`src/rtl/mmap_pkg.sv`:
```
package mmap_pkg;

    localparam int ADDR_W  = 32;
    localparam int EXTA_W  = 31;
    localparam int MW_BITS = 20;
    localparam int NUM_TGT = 6;

    typedef enum logic [2:0] {
        TGT_NONE   = 3'd0,
        TGT_ROM    = 3'd1,
        TGT_PERIPH = 3'd2,
        TGT_RAM0   = 3'd3,
        TGT_RAM1   = 3'd4,
        TGT_LOCAL  = 3'd5,
        TGT_GLOBAL = 3'd6,
        TGT_RSV    = 3'd7
    } target_e;

    typedef struct packed {
        logic [NUM_TGT-1:0] sel;
        logic [EXTA_W-1:0]  ext;
        logic               err;
    } dec_out_t;

    function automatic logic [NUM_TGT-1:0] tgt_onehot(input target_e t);
        logic [NUM_TGT-1:0] v;
        v = '0;
        case (t)
            TGT_ROM:    v[0] = 1'b1;
            TGT_PERIPH: v[1] = 1'b1;
            TGT_RAM0:   v[2] = 1'b1;
            TGT_RAM1:   v[3] = 1'b1;
            TGT_LOCAL:  v[4] = 1'b1;
            TGT_GLOBAL: v[5] = 1'b1;
            default:    v = '0;
        endcase
        return v;
    endfunction

    function automatic logic tgt_is_ext(input target_e t);
        return (t == TGT_LOCAL) || (t == TGT_GLOBAL);
    endfunction

endpackage

```
`src/rtl/mmap_region_classify.sv`:
```
module mmap_region_classify
    import mmap_pkg::*;
#(
    parameter int ROM_WORDS = 4096,
    parameter logic [31:0] RAM_BASE = 32'h002F_F800,
    parameter int RAM_WORDS = 1024
) (
    input  logic [ADDR_W-1:0] addr,
    input  logic              strap,
    output target_e           tgt
);
    localparam int MW_IDX_W = ADDR_W - MW_BITS;
    localparam logic [ADDR_W-1:0] RAM1_BASE = RAM_BASE + ADDR_W'(RAM_WORDS);
    localparam logic [ADDR_W-1:0] RAM_END   = RAM_BASE + ADDR_W'(2 * RAM_WORDS);

    logic [MW_IDX_W-1:0] mw;
    logic [MW_BITS-1:0]  mw_off;
    logic                in_rom;
    logic                in_ram0;
    logic                in_ram1;

    assign mw      = addr[ADDR_W-1:MW_BITS];
    assign mw_off  = addr[MW_BITS-1:0];
    assign in_rom  = (mw_off < MW_BITS'(ROM_WORDS));
    assign in_ram0 = (addr >= RAM_BASE)  && (addr < RAM1_BASE);
    assign in_ram1 = (addr >= RAM1_BASE) && (addr < RAM_END);

    always_comb begin
        if (addr[ADDR_W-1]) begin
            tgt = TGT_GLOBAL;
        end else if (mw == MW_IDX_W'(0)) begin
            if (strap) tgt = in_rom ? TGT_ROM : TGT_RSV;
            else       tgt = TGT_LOCAL;
        end else if (mw == MW_IDX_W'(1)) begin
            tgt = TGT_PERIPH;
        end else if (mw == MW_IDX_W'(2)) begin
            if (in_ram0)      tgt = TGT_RAM0;
            else if (in_ram1) tgt = TGT_RAM1;
            else              tgt = TGT_RSV;
        end else begin
            tgt = TGT_LOCAL;
        end
    end

endmodule

```
`src/rtl/mmap_ext_xlate.sv`:
```
module mmap_ext_xlate
    import mmap_pkg::*;
#(
    parameter bit NARROW = 1'b0
) (
    input  logic [ADDR_W-1:0] addr,
    input  target_e           tgt,
    output logic [EXTA_W-1:0] ext
);
    localparam int PIN_W = NARROW ? 24 : EXTA_W;

    logic [EXTA_W-1:0] masked;

    generate
        if (PIN_W < EXTA_W) begin : g_narrow
            assign masked = {{(EXTA_W-PIN_W){1'b0}}, addr[PIN_W-1:0]};
        end else begin : g_full
            assign masked = addr[EXTA_W-1:0];
        end
    endgenerate

    assign ext = tgt_is_ext(tgt) ? masked : '0;

endmodule

```
`src/rtl/mmap_out_reg.sv`:
```
module mmap_out_reg
    import mmap_pkg::*;
#(
    parameter bit NARROW = 1'b0
) (
    input  logic     clk,
    input  logic     rst,
    input  logic     vld,
    input  dec_out_t d,
    output dec_out_t q
);
    always_ff @(posedge clk) begin
        if (rst || !vld) q <= '0;
        else             q <= d;
    end

    AST_ERR_NO_SEL: assert property (@(posedge clk) disable iff (rst)
        q.err |-> (q.sel == '0));

    generate
        if (NARROW) begin : g_chk_narrow
            AST_NARROW_PINS: assert property (@(posedge clk) disable iff (rst)
                q.ext[EXTA_W-1:24] == '0);
        end
    endgenerate

endmodule

```
`src/rtl/mmap_decoder.sv`:
```
module mmap_decoder
    import mmap_pkg::*;
#(
    parameter bit NARROW = 1'b0,
    parameter int ROM_WORDS = 4096,
    parameter logic [31:0] RAM_BASE = 32'h002F_F800,
    parameter int RAM_WORDS = 1024
) (
    input  logic        clk,
    input  logic        rst,
    input  logic        req_valid,
    input  logic [31:0] req_addr,
    input  logic        rom_strap,
    output logic [5:0]  sel,
    output logic [30:0] ext_addr,
    output logic        rsv_err
);
    target_e  tgt;
    dec_out_t nxt;
    dec_out_t cur;

    mmap_region_classify #(
        .ROM_WORDS(ROM_WORDS), .RAM_BASE(RAM_BASE), .RAM_WORDS(RAM_WORDS)
    ) u_cls (
        .addr(req_addr), .strap(rom_strap), .tgt(tgt)
    );

    mmap_ext_xlate #(.NARROW(NARROW)) u_xl (
        .addr(req_addr), .tgt(tgt), .ext(nxt.ext)
    );

    assign nxt.sel = tgt_onehot(tgt);
    assign nxt.err = (tgt == TGT_RSV);

    mmap_out_reg #(.NARROW(NARROW)) u_reg (
        .clk(clk), .rst(rst), .vld(req_valid), .d(nxt), .q(cur)
    );

    assign sel      = cur.sel;
    assign ext_addr = cur.ext;
    assign rsv_err  = cur.err;

    AST_IDLE_QUIET: assert property (@(posedge clk) disable iff (rst)
        !req_valid |=> (sel == '0) && !rsv_err);
    AST_SEL_ONEHOT: assert property (@(posedge clk) disable iff (rst)
        $onehot0(sel));
    AST_EXT_QUIET: assert property (@(posedge clk) disable iff (rst)
        (sel[5:4] == 2'b00) |-> (ext_addr == '0));
    AST_NO_ROM_STRAP_LOW: assert property (@(posedge clk) disable iff (rst)
        req_valid && !rom_strap |=> !sel[0]);
    AST_GLOBAL_HALF: assert property (@(posedge clk) disable iff (rst)
        req_valid && req_addr[31] |=> sel[5]);

endmodule

```
`config.mk`:
```
export PLATFORM = sky130hd
export DESIGN_NAME = mmap_decoder
export DESIGN_NICKNAME = d
export VERILOG_FILES = /design/src/rtl/mmap_pkg.sv /design/src/rtl/mmap_region_classify.sv /design/src/rtl/mmap_ext_xlate.sv /design/src/rtl/mmap_out_reg.sv /design/src/rtl/mmap_decoder.sv
export SDC_FILE = /design/constraint.sdc
export NUM_CORES = 1
export LEC_CHECK = 0
export BUFFER_PORTS_ARGS = -buffer_cell sky130_fd_sc_hd__buf_4
export CORE_MARGIN = 4
export CORE_UTILIZATION = 30
export CTS_CLUSTER_SIZE = 40
export DETAILED_ROUTE_END_ITERATION = 10
export GPL_TIMING_DRIVEN = 0
export HOLD_SLACK_MARGIN = 0.12
export PLACE_DENSITY = 0.61
export SLEW_MARGIN = 20
export SYNTH_ARGS = -nofsm -noshare
export SYNTH_HDL_FRONTEND = slang
export SYNTH_HIERARCHICAL = 1
export SYNTH_SLANG_ARGS = --single-unit
```
`constraint.sdc`:
```
create_clock -name clk -period 2.5 [get_ports clk]
set_input_delay 0.125 -clock clk [delete_from_list [all_inputs] [get_ports clk]]
set_output_delay 0.125 -clock clk [all_outputs]
set_load 0.05 [all_outputs]
```
# After elaboration in Yosys (flattened, before gate mapping)
# Cells that the tools add are included.
[word_totals] reg_bits=38 inputBits=36 out_inout_bits=38
[classes] reduce_logical=7 bitwise=1 n_lt_le_gt_ge=5 muxes=14 n_eq_ne=9
[op_table] op="$ge 32x22->1 const B" n=2
[op_table] op="$lt 32x22->1 const B" n=2
[op_table] op="$mux 3" n=7
[op_table] op="$lt 20x13->1 const B" n=1
[op_table] op="$eq 12x1->1 const B" n=1
[op_table] op="$eq 12x2->1 const B" n=1
[op_table] op="$eq 3x3->1 const B" n=4
[op_table] op="$logic_not 12->1" n=1
[op_table] op="$eq 3x2->1 const B" n=2
[op_table] op="$mux 1" n=6
[op_table] op="$eq 3x1->1 const B" n=1
[op_table] op="$logic_and 1x1->1" n=2
[op_table] op="$logic_or 1x1->1" n=2
[op_table] op="$mux 2" n=1
[op_table] op="$reduce_or 2->1" n=1
[op_table] op="$logic_not 1->1" n=1
[op_table] op="$not 1->1" n=1

# Logic depth before layout (Yosys ltp)
# Gate-level depths: netlist of run 1.
[depth] depth_word=12 ltp_mapped=8

# Cells and area by module
# Netlist of run 1, hierarchy kept.
[modules_own_cells] mod="mmap_out_reg" seq_area_each_um2=760.7 cells_per_inst=84 instances=1 area_per_inst_um2=1158.6
[modules_own_cells] mod="mmap_ext_xlate" seq_area_each_um2=0.0 cells_per_inst=38 instances=1 area_per_inst_um2=267.8
[modules_own_cells] mod="mmap_region_classify" seq_area_each_um2=0.0 cells_per_inst=23 instances=1 area_per_inst_um2=160.2
[modules_own_cells] mod="mmap_decoder" seq_area_each_um2=0.0 cells_per_inst=7 instances=1 area_per_inst_um2=60.1

# Worst setup path after synthesis of run 1
# OpenSTA, ideal clock, no wires.
[synth_path] path_type="input-to-reg" startpoint="input port req_addr[27]" endpoint="register u_reg/q[10] in the netlist's numbering" arrival_ns=2.096 stages=8 setup_slack_ns=0.288 cell_sequence="or4_4 nor4_4 o21ai_1 o221ai_1 xor2_1 clkbuf_2 and3_2 and3b_1"
[synth_between] elab_chain_len=12 elab_cells_between_ends=20 classes_between="order compare: 4; eq/ne: 4; mux: 6; bitwise: 1; reduce/logical: 5"
[synth_lines] element="start, declared" line="mmap_decoder.sv:12" rtl="input logic [31:0] req_addr,"
[synth_lines] element="$ge 32x22->1 or $lt 32x22->1 (tied branches)" line="mmap_region_classify.sv:26" rtl="assign in_ram1 = (addr >= RAM1_BASE) && (addr < RAM_END);"
[synth_lines] element="$logic_and 1x1->1" line="mmap_region_classify.sv:26"
[synth_lines] element="$mux 2" line="mmap_region_classify.sv:38" rtl="else if (in_ram1) tgt = TGT_RAM1;"
[synth_lines] element="$mux 3" line="mmap_region_classify.sv:37" rtl="if (in_ram0) tgt = TGT_RAM0;"
[synth_lines] element="$mux 3" line="mmap_region_classify.sv:36" rtl="end else if (mw == MW_IDX_W'(2)) begin"
[synth_lines] element="$mux 3" line="mmap_region_classify.sv:34" rtl="end else if (mw == MW_IDX_W'(1)) begin"
[synth_lines] element="$mux 3 *" line="mmap_region_classify.sv:31" rtl="end else if (mw == MW_IDX_W'(0)) begin"
[synth_lines] element="$mux 3 *" line="mmap_region_classify.sv:29" rtl="if (addr[ADDR_W-1]) begin"
[synth_lines] element="named net tgt[1]" line="mmap_decoder.sv:18" rtl="target_e tgt;"
[synth_lines] element="$eq 3x3->1" line="mmap_pkg.sv:41" rtl="return (t == TGT_LOCAL) || (t == TGT_GLOBAL);"
[synth_lines] element="$logic_or 1x1->1 *" line="mmap_pkg.sv:41"
[synth_lines] element="$not 1->1 (no line) *"
[synth_lines] element="$reduce_or 2->1 (no line) *"
[synth_lines] element="end signal, assigned" line="mmap_out_reg.sv:13" rtl="if (rst || !vld) q <= '0;"
[synth_lines] element="end signal, assigned" line="mmap_out_reg.sv:14" rtl="else q <= d;"
[synth_lines] element="end, declared" line="mmap_out_reg.sv:10" rtl="output dec_out_t q"
# The timed path passes the listed nets; every way through them passes the cells marked *.
# A chain may end at the register's enable or synchronous reset.

# Worst setup path after layout of run 1
[layout_path] startpoint="input port req_addr[27]" endpoint="register u_reg/q[23] in the netlist's numbering"
# The elaborated chain is that of the path after synthesis.

==> results.md, run 1 <==
* Final HPWL DP at just over 3000 um
* First DRT Iteration DRCs at 34
* Final min period at 2.27 ns
* Chip Width at 82.1 um
* Clock power share at 32.3%
* CTS tree: yes
* Post-layout power at between 1000 and 1500 uW
* Bufs and invs on worst path at 2
* Global route overflow at 0
* DRC Markers at 0
* Synth cell types at 27
* Worst hold slack at 0.162 ns
* Total of max-cap violations at 0
* DR vias/cell at roughly 4.6
* RSZ-0062 raised after global routing: no
* Longest Clk Path Bufs at 2
* VDD IR max at between 0.00015 and 0.0002 V
* Total iterations of the first detailed-routing run at 6
* Mapped Area at around 1600 um^2
* Ys async rst share at 0%
* Pwr dens at 548 nW/um^2
* Combinational group share of total power at between 10% and 20%
* Num ports at between 70 and 80
* WL per Instance at around 13 um
* Post-route setup slack at 0.230 ns
* Worst path arrival time at between 2 and 3 ns
* Worst Hold Class: in2reg
* Fmax at 0.440 GHz
* Die area at 6740 um^2
* Relative slew slack at between 50% and 60%
* Starting Density at a little under a third
* Post-synthesis register bit count at 38
* CP max-delay cell: or4_4
* Leak pwr at ~0.0013 uW
* Mapped Cells at approximately 150
* GPL Wtd Cong at about 0.74
* Number of port buffers at 71
* Leading cell type in the layout, fill and taps excluded: buf_4
* CP startpoint: req_addr[27]
* Most frequent cells in the layout: buf_4, and3b_1, dfxtp_1, and3_2, clkbuf_8
* Setup Viol. Count Final at 0
* Run status: completed
* Largest registers: u_reg/q x38
* Internal power at 963 uW
* Reg with most FFs: u_reg/q
* Crit Path Category: in2reg
* Clock Pin Slew Worst Setup and Hold Paths at 0.07 ns
* Final Hold Violating Endpoints at 0
* Die Y at around 82 um
* Avg Synthesized Cell Area at 10.8 um^2
* Number of enable flip-flop cells after synthesis at 0
* Setup crit start kind: input pin
* Final antenna-violating net count at 0
* Yosys warning total at 6
* Number of global-route vias before repair at between 1k and 1.5k
* Share of layout cells above drive strength 1 at between 50% and 60%
* Net Sw Frac at between 20% and 30%
* FP Rows at 26
* Total GRT Usage at about an eighth
* CP top delay family: simple AND/OR/NAND/NOR gates
* CTS Buf Count at 5
* Filler Cells Inserted at between 500 and 600
* Nets at between 200 and 300
* Layout area overhead at 44.1%
* Final slew viol count at 0
* Crit path depth at 9
* Syn_nets at ~190
* Number of flip-flops under the largest register name at 38
* Main synth FF type: dfxtp_1
* Drt total wl at roughly 4000 um
* Critical Path Sink Type: register
* Routed via count at 1,381
* Worst slack, placed at -0.182 ns
* Reg power frac at 48.3%
* Sink Count at 38
* Switching power at 336 uW
* First-pass GRT wire length at roughly 6400 um
* Root Driver: clkbuf_8
* Core Area at roughly 5200 um^2
* Finished Cell Area at 2370 um^2
* Req. time, crit path at 2.73 ns
* Critical path endpoint: u_reg/q[23]$_SDFF_PP0_
* Worst-path maximum fanout at 10
* Largest net degree at the start of global routing at 12
* Antenna Cells at 0
* Postcts setup bufs at 0
* Max stage delay on crit path at between 0.5 and 0.6 ns
* Slew @ Worst Pin at about 0.68 ns
* Initial antenna violation count at 0
* Worst-path cell chain: buf_4 > or4_4 > nor4_4 > o21ai_1 > o221ai_2 > xor2_1 > clkbuf_2 > and3_2 > and3b_1
* H-tree depth at 2
* Final worst-path cycle share at between 90% and 100%
* Post-Place Cell Area at 2270 um^2
* Sequential fraction of the synthesis area at between 40% and 50%
## layout make-up
class / instances / area (um^2) / share of cell area, %
multi-input combinational: 98 / 801 / 33.8
clock buffer: 7 / 86.3 / 3.64
inverter: 2 / 7.51 / 0.316
clock inverter: 1 / 5.00 / 0.211
timing repair buffer: 71 / 533 / 22.5
buffer: 14 / 91.3 / 3.85
sequential: 38 / 761 / 32.1
tap: 70 / 87.6 / 3.69
## how the worst min path moves through the flow
stage | start | to | slack [ns] | cells past startpoint
finish | req_valid | u_reg/q[0]$_SDFF_PP0_ | 0.16 | 2
global route | req_valid | u_reg/q[0]$_SDFF_PP0_ | 0.16 | 2
CTS | req_valid | u_reg/q[0]$_SDFF_PP0_ | 0.14 | 2
detailed placement | req_valid | u_reg/q[0]$_SDFF_PP0_ | 0.45 | 2
global placement | req_valid | u_reg/q[1]$_SDFF_PP0_ | 0.46 | 2
floorplan | req_valid | u_reg/q[0]$_SDFF_PP0_ | 0.41 | 2
## through the flow
stage / TNS [ns] / std cells / utilization, %
after floorplan: 0 / 152 / -
after global placement: -4.71 / 293 / 43.6
after detailed placement: -5.06 / 293 / 43.6
after CTS: 0 / 301 / 45.3
after global routing: 0 / 301 / 45.6
final: 0 / 301 / 45.6
## cells by family (layout without fill, tap and decap cells)
kind of cell    Yosys count  after routing  synth area share [%]
compound gates            7              7                  2.89
buf+inv                  16             95                  6.00
simple gates             90             90                  44.4
flops                    38             38                  46.2
xor+xnor                  1              1                 0.532
## cell usage after synthesis, drive strengths merged, types with 3 or more instances
| cell type | number | area share, % |
|---|---|---|
| and3 | 33 | 15 |
| and3b | 41 | 22 |
| buf | 7 | 3.7 |
| clkbuf | 7 | 1.8 |
| dfxtp | 38 | 46 |
| nor3b | 3 | 1.4 |
| nor4 | 3 | 2.1 |
## power groups by stage
| stage | registers [uW] | logic (uW) | clock network, uW |
|---|---|---|---|
| floorplan | 707 | 90.6 | 0 |
| global placement | 642 | 252 | 0 |
| detailed placement | 642 | 252 | 0 |
| CTS | 628 | 252 | 445 |
| global route | 630 | 271 | 468 |
| finish | 628 | 252 | 420 |
## timing repair
action	in CTS	in global routing
gates resized for setup	0	1
hold endpoints to repair	0	0
hold buffers	0	0
endpoints found under the setup margin	0	30
## per-layer routing
metal  wire (um)  track usage [%]
met3         388             5.48
met4          54             4.49
met5           0                0
met1        1750             14.7
met2        1820             20.8
(Power assumes the default switching activity.)
==> run 2, diff against run 1 <==
Settings changed: CELL_PAD_IN_SITES_DETAIL_PLACEMENT set to 1, CELL_PAD_IN_SITES_GLOBAL_PLACEMENT set to 2, CORE_UTILIZATION 30 to 27, PLACE_DENSITY 0.61 to 0.84.
==> run 2 against run 1 <==
- sequential power barely moved
- global-route usage fell by 0.19 points
- critical path depth stayed put
- sequential share of layout area is 0.23 points lower
- worst setup slack better by 0.021 ns
- worst hold slack got worse by 0.0095 ns
- combinational power increased by 2%
- total power increased by 1.3%
- final area grew 0.74%
- largest power group unchanged
==> results.md, run 2 (synthesized netlist as in run 1, its figures left out) <==
* Postcts setup bufs at 0
* Clock power share at 32.7%
* GPL Wtd Cong at 0.796
* Final min period at approximately 2.2 ns
* CTS tree: yes
* Run status: completed
* Worst path arrival time at between 2 and 2.5 ns
* Critical Path Sink Type: register
* Antenna Cells at 0
* Nets at around 270
* Final HPWL DP at 3440 um
* Switching power at between 300 and 400 uW
* VDD IR max at around 0.00018 V
* Net Sw Frac at 26.8%
* Req. time, crit path at 2.72 ns
* Worst hold slack at between 0.15 and 0.2 ns
* Sink Count at 38
* Combinational group share of total power at about a fifth
* Post-route setup slack at about 0.25 ns
* Worst slack, placed at -0.331 ns
* Leading cell type in the layout, fill and taps excluded: buf_4
* Slew @ Worst Pin at around 0.71 ns
* Die area at about 7400 um^2
* Final antenna-violating net count at 0
* First DRT Iteration DRCs at 29
* Die Y at 86.1 um
* Internal power at just under 1000 uW
* Most frequent cells in the layout: buf_4, and3b_1, dfxtp_1, and3_2, clkbuf_8
* Number of global-route vias before repair at 1,503
* First-pass GRT wire length at about 7200 um
* Setup Viol. Count Final at 0
* Crit Path Category: in2reg
* Total GRT Usage at between 10% and 20%
* Leak pwr at between 0.001 and 0.0015 uW
* Relative slew slack at 52.5%
* Post-layout power at roughly 1300 uW
* Number of flip-flops under the largest register name at 38
* DRC Markers at 0
* Chip Width at approximately 86 um
* RSZ-0062 raised after global routing: no
* CTS Hold Bufs at 0
* Core Area at between 5000 and 6000 um^2
* Global route overflow at 0
* Largest net degree at the start of global routing at 12
* Initial antenna violation count at 0
* Total iterations of the first detailed-routing run at 4
* Root Driver: clkbuf_8
* Finished Cell Area at 2390 um^2
* Longest Clk Path Bufs at 2
* H-tree depth at 2
* Num ports at 74
* Largest registers: u_reg/q x38
* Layout area overhead at 45.1%
* Worst Hold Class: in2reg
* Final slew viol count at 0
* Drt total wl at around 4500 um
* Routed via count at roughly 1.4k
* Final worst-path cycle share at about 90%
* Pwr dens at between 500 and 600 nW/um^2
* Fmax at 0.445 GHz
* Share of layout cells above drive strength 1 at a little over half
* Setup crit start kind: input pin
* Clock Pin Slew Worst Setup and Hold Paths at 0.08 ns
* Starting Density at 27.8%
* Post-Place Cell Area at around 2300 um^2
* Total of max-cap violations at 0
* WL per Instance at about 15 um
* Worst-path maximum fanout at 10
* DR vias/cell at 4.57
* Number of port buffers at roughly 70
* FP Rows at 28
* Final Hold Violating Endpoints at 0
* Reg with most FFs: u_reg/q
* CTS Buf Count at 5
* Reg power frac at between 40% and 50%
==> run 2: path summary, 6_finish.rpt <==
path | startpoint | endpoint | cells past startpoint
max | req_addr[27] | u_reg/q[25]$_SDFF_PP0_ | 9
min | req_valid | u_reg/q[35]$_SDFF_PP0_ | 2
==> run 2: per-layer routing <==
layer	up-vias	GRT usage, %	wire length [um]
met1	646	15.3	1960
met5	-	0	0
met4	0	3.88	63
met3	5	4.13	297
met2	43	20.6	2150
li1	705	-	-
==> run 2: repair_timing <==
action | CTS | global route
setup endpoints to repair | 26 | 14
gates cloned | 0 | 0
resized for setup | 1 | 1
==> run 2: critical path, cell delays in order <==
cell	delay, ns
buf_4	0.11
or4_4	0.54
nor4_4	0.32
o21ai_1	0.17
o221ai_4	0.29
xor2_1	0.30
clkbuf_2	0.26
and3_2	0.20
and3b_1	0.15
==> run 2: metrics by stage <==
stage / TNS [ns] / instances / utilization, %
after CTS: 0 / 306 / 40.2
after global routing: 0 / 306 / 40.4
after floorplan: 0 / 152 / -
final: 0 / 306 / 40.4
after detailed placement: -9.36 / 298 / 38.5
after global placement: -7.67 / 298 / 38.4
==> run 2: cell type report <==
class,instances,area (um^2)
multi-input cells,98,812
fillers,679,3530
inverters,2,7.51
plain buffers,14,91.3
clock buffers,7,86.3
clock inverters,1,5.00
repair buffers,71,533
flip-flops and latches,38,761
well taps,75,93.8
==> run 2: power by group through the flow <==
stage               combinational (uW)  clock, uW  sequential (uW)
global placement                   254          0              642
finish                             257        431              628
global route                       278        467              631
floorplan                         90.6          0              707
CTS                                258        449              629
detailed placement                 257          0              643
==> run 3, diff against run 2 <==
Settings changed: CELL_PAD_IN_SITES_DETAIL_PLACEMENT 1 to 0, CELL_PAD_IN_SITES_GLOBAL_PLACEMENT 2 to 1, CORE_UTILIZATION 27 to 30, PLACE_DENSITY 0.84 to 0.76.
==> run 3 against run 2 <==
- clock-buffer cell count shrank 1
- sequential power is essentially flat
- utilization grew 5.0 points
- flip-flop and latch count is the same
- worst hold slack gained 0.0021 ns
==> results.md, run 3 (synthesized netlist as in run 1, its figures left out) <==
* Final worst-path cycle share at just over 90%
* Non-Filler Instances at 299
* Worst Hold Class: in2reg
* Worst hold path depth at 2
* Leading cell type in the layout, fill and taps excluded: buf_4
* Final HPWL DP at roughly 3000 um
* Relative slew slack at a little over half
* Final slew viol count at 0
* Reg with most FFs: u_reg/q
* Register area at approximately 760 um^2
* DR vias/cell at 4.46
* Chip Width at approximately 82 um
* Longest Clk Path Bufs at 2
* Worst-path maximum fanout at 10
* Final Hold Violating Endpoints at 0
* First-pass GRT wire length at about 6400 um
* Critical Path Sink Type: register
* WL per Instance at approximately 13 um
* Antenna Cells at 0
* Drt total wl at between 4000 and 5000 um
* Run status: completed
* Setup Viol. Count Final at 0
* Starting Density at between 30% and 40%
* Placed cell count at around 290
* Largest registers: u_reg/q x38
* Worst hold slack at 0.155 ns
* Filler Cells Inserted at around 530
* CTS Buf Count at 5
* Nets at ~270
* Number of flip-flops under the largest register name at 38
* Number of port buffers at 71
* Total GRT Usage at between 10% and 20%
* Die Y at between 80 and 90 um
* Die area at 6740 um^2
* Worst path arrival time at around 2.5 ns
* Number of global-route vias before repair at 1,337
* Initial antenna violation count at 0
* Pwr dens at 541 nW/um^2
* Total of max-cap violations at 0
* Root Driver: clkbuf_8
* First DRT Iteration DRCs at 29
* Most frequent cells in the layout: buf_4, and3b_1, dfxtp_1, and3_2, clkbuf_8
* Routed via count at 1,333
* Clock Pin Slew Worst Setup and Hold Paths at approximately 0.07 ns
* Worst Hold Endpoint: u_reg/q[35]$_SDFF_PP0_
* CP startpoint: req_addr[27]
* DRC Markers at 0
* Leak pwr at about 0.0013 uW
* Share of layout cells above drive strength 1 at a little under three fifths
* Largest net degree at the start of global routing at 12
* RSZ-0062 raised after global routing: no
* CTS tree: yes
* Num ports at between 70 and 80
* Area occupied by multi-input gates at 801 um^2
* Setup TNS at 0 ns
* GPL Wtd Cong at 0.753
* VDD IR max at between 0.00015 and 0.0002 V
* Crit Path Category: in2reg
* Req. time, crit path at ~2.7 ns
* Core Area at around 5200 um^2
* FP Rows at 26
* Fmax at around 0.43 GHz
* Total iterations of the first detailed-routing run at 4
* Sink Count at 38
* Slew @ Worst Pin at approximately 0.7 ns
* Final antenna-violating net count at 0
* H-tree depth at 2
* Layout area overhead at 43.5%
* Global route overflow at 0
* Hold_sp: req_valid
* Setup crit start kind: input pin
* Final min period at roughly 2.3 ns
[run 3: cell types whose count changed in the layout (fill, tap and decap cells not counted)]
cell | before | now
o221ai_2 | 0 | 1
o221ai_4 | 1 | 0
clkinv_2 | 1 | 0
clkbuf_1 | 5 | 4
[run 3: how the worst max path moves through the flow]
stage	depth (start not counted)	slack (ns)	end
after floorplan	8	0.29	u_reg/q[10]$_SDFF_PP0_
after global placement	9	-0.22	u_reg/q[16]$_SDFF_PP0_
after detailed placement	9	-0.30	u_reg/q[7]$_SDFF_PP0_
after CTS	9	0.17	u_reg/q[7]$_SDFF_PP0_
after global routing	9	0.01	u_reg/q[12]$_SDFF_PP0_
final	9	0.20	u_reg/q[16]$_SDFF_PP0_
[run 3: critical path, stage by stage]
cell and delay (ns):
buf_4 0.11, or4_4 0.55, nor4_4 0.31, o21ai_1 0.14, o221ai_2 0.38, xor2_1 0.29, clkbuf_2 0.27, and3_2 0.19
and3b_1 0.16
[run 3: final cells by class]
cell class	instances	area share (%)
inverter	2	0.318
tap	70	3.71
multi-input combinational	98	33.9
clock buffer	6	3.49
buffer	14	3.86
timing repair buffer	71	22.6
sequential	38	32.2
[run 3: metal layers]
metal | vias to the layer above | track usage [%] | part of all wire (%)
li1 | 703 | - | -
met1 | 582 | 15.3 | 45
met2 | 44 | 20.4 | 47
met3 | 4 | 3.62 | 7.2
met4 | 0 | 4.49 | 0.62
met5 | - | 0 | 0
[run 3: power by group]
| part | switching (uW) | internal (uW) | total [uW] |
|---|---|---|---|
| Combinational | 137 | 118 | 254 |
| Sequential | 4.36 | 624 | 628 |
| Clock | 183 | 212 | 395 |
[run 3: timing repair]
item                                    CTS  global route
resized for setup                         1             0
endpoints found under the setup margin    1             0
hold buffers                              0             0
setup buffers                             0             0
[run 3: per-stage QoR]
stage / instance area, um^2 / total power [uW] / utilization (%) / setup WS [ns]
6_report: 2360 / 1280 / 45.4 / 0.199
5_1_grt: 2360 / 1340 / 45.4 / 0.0136
4_1_cts: 2360 / 1300 / 45.4 / 0.168
3_5_place_dp: 2270 / 897 / 43.7 / -0.298
3_3_place_gp: 2270 / 895 / 43.6 / -0.223
2_1_floorplan: 1650 / 798 / - / 0.288
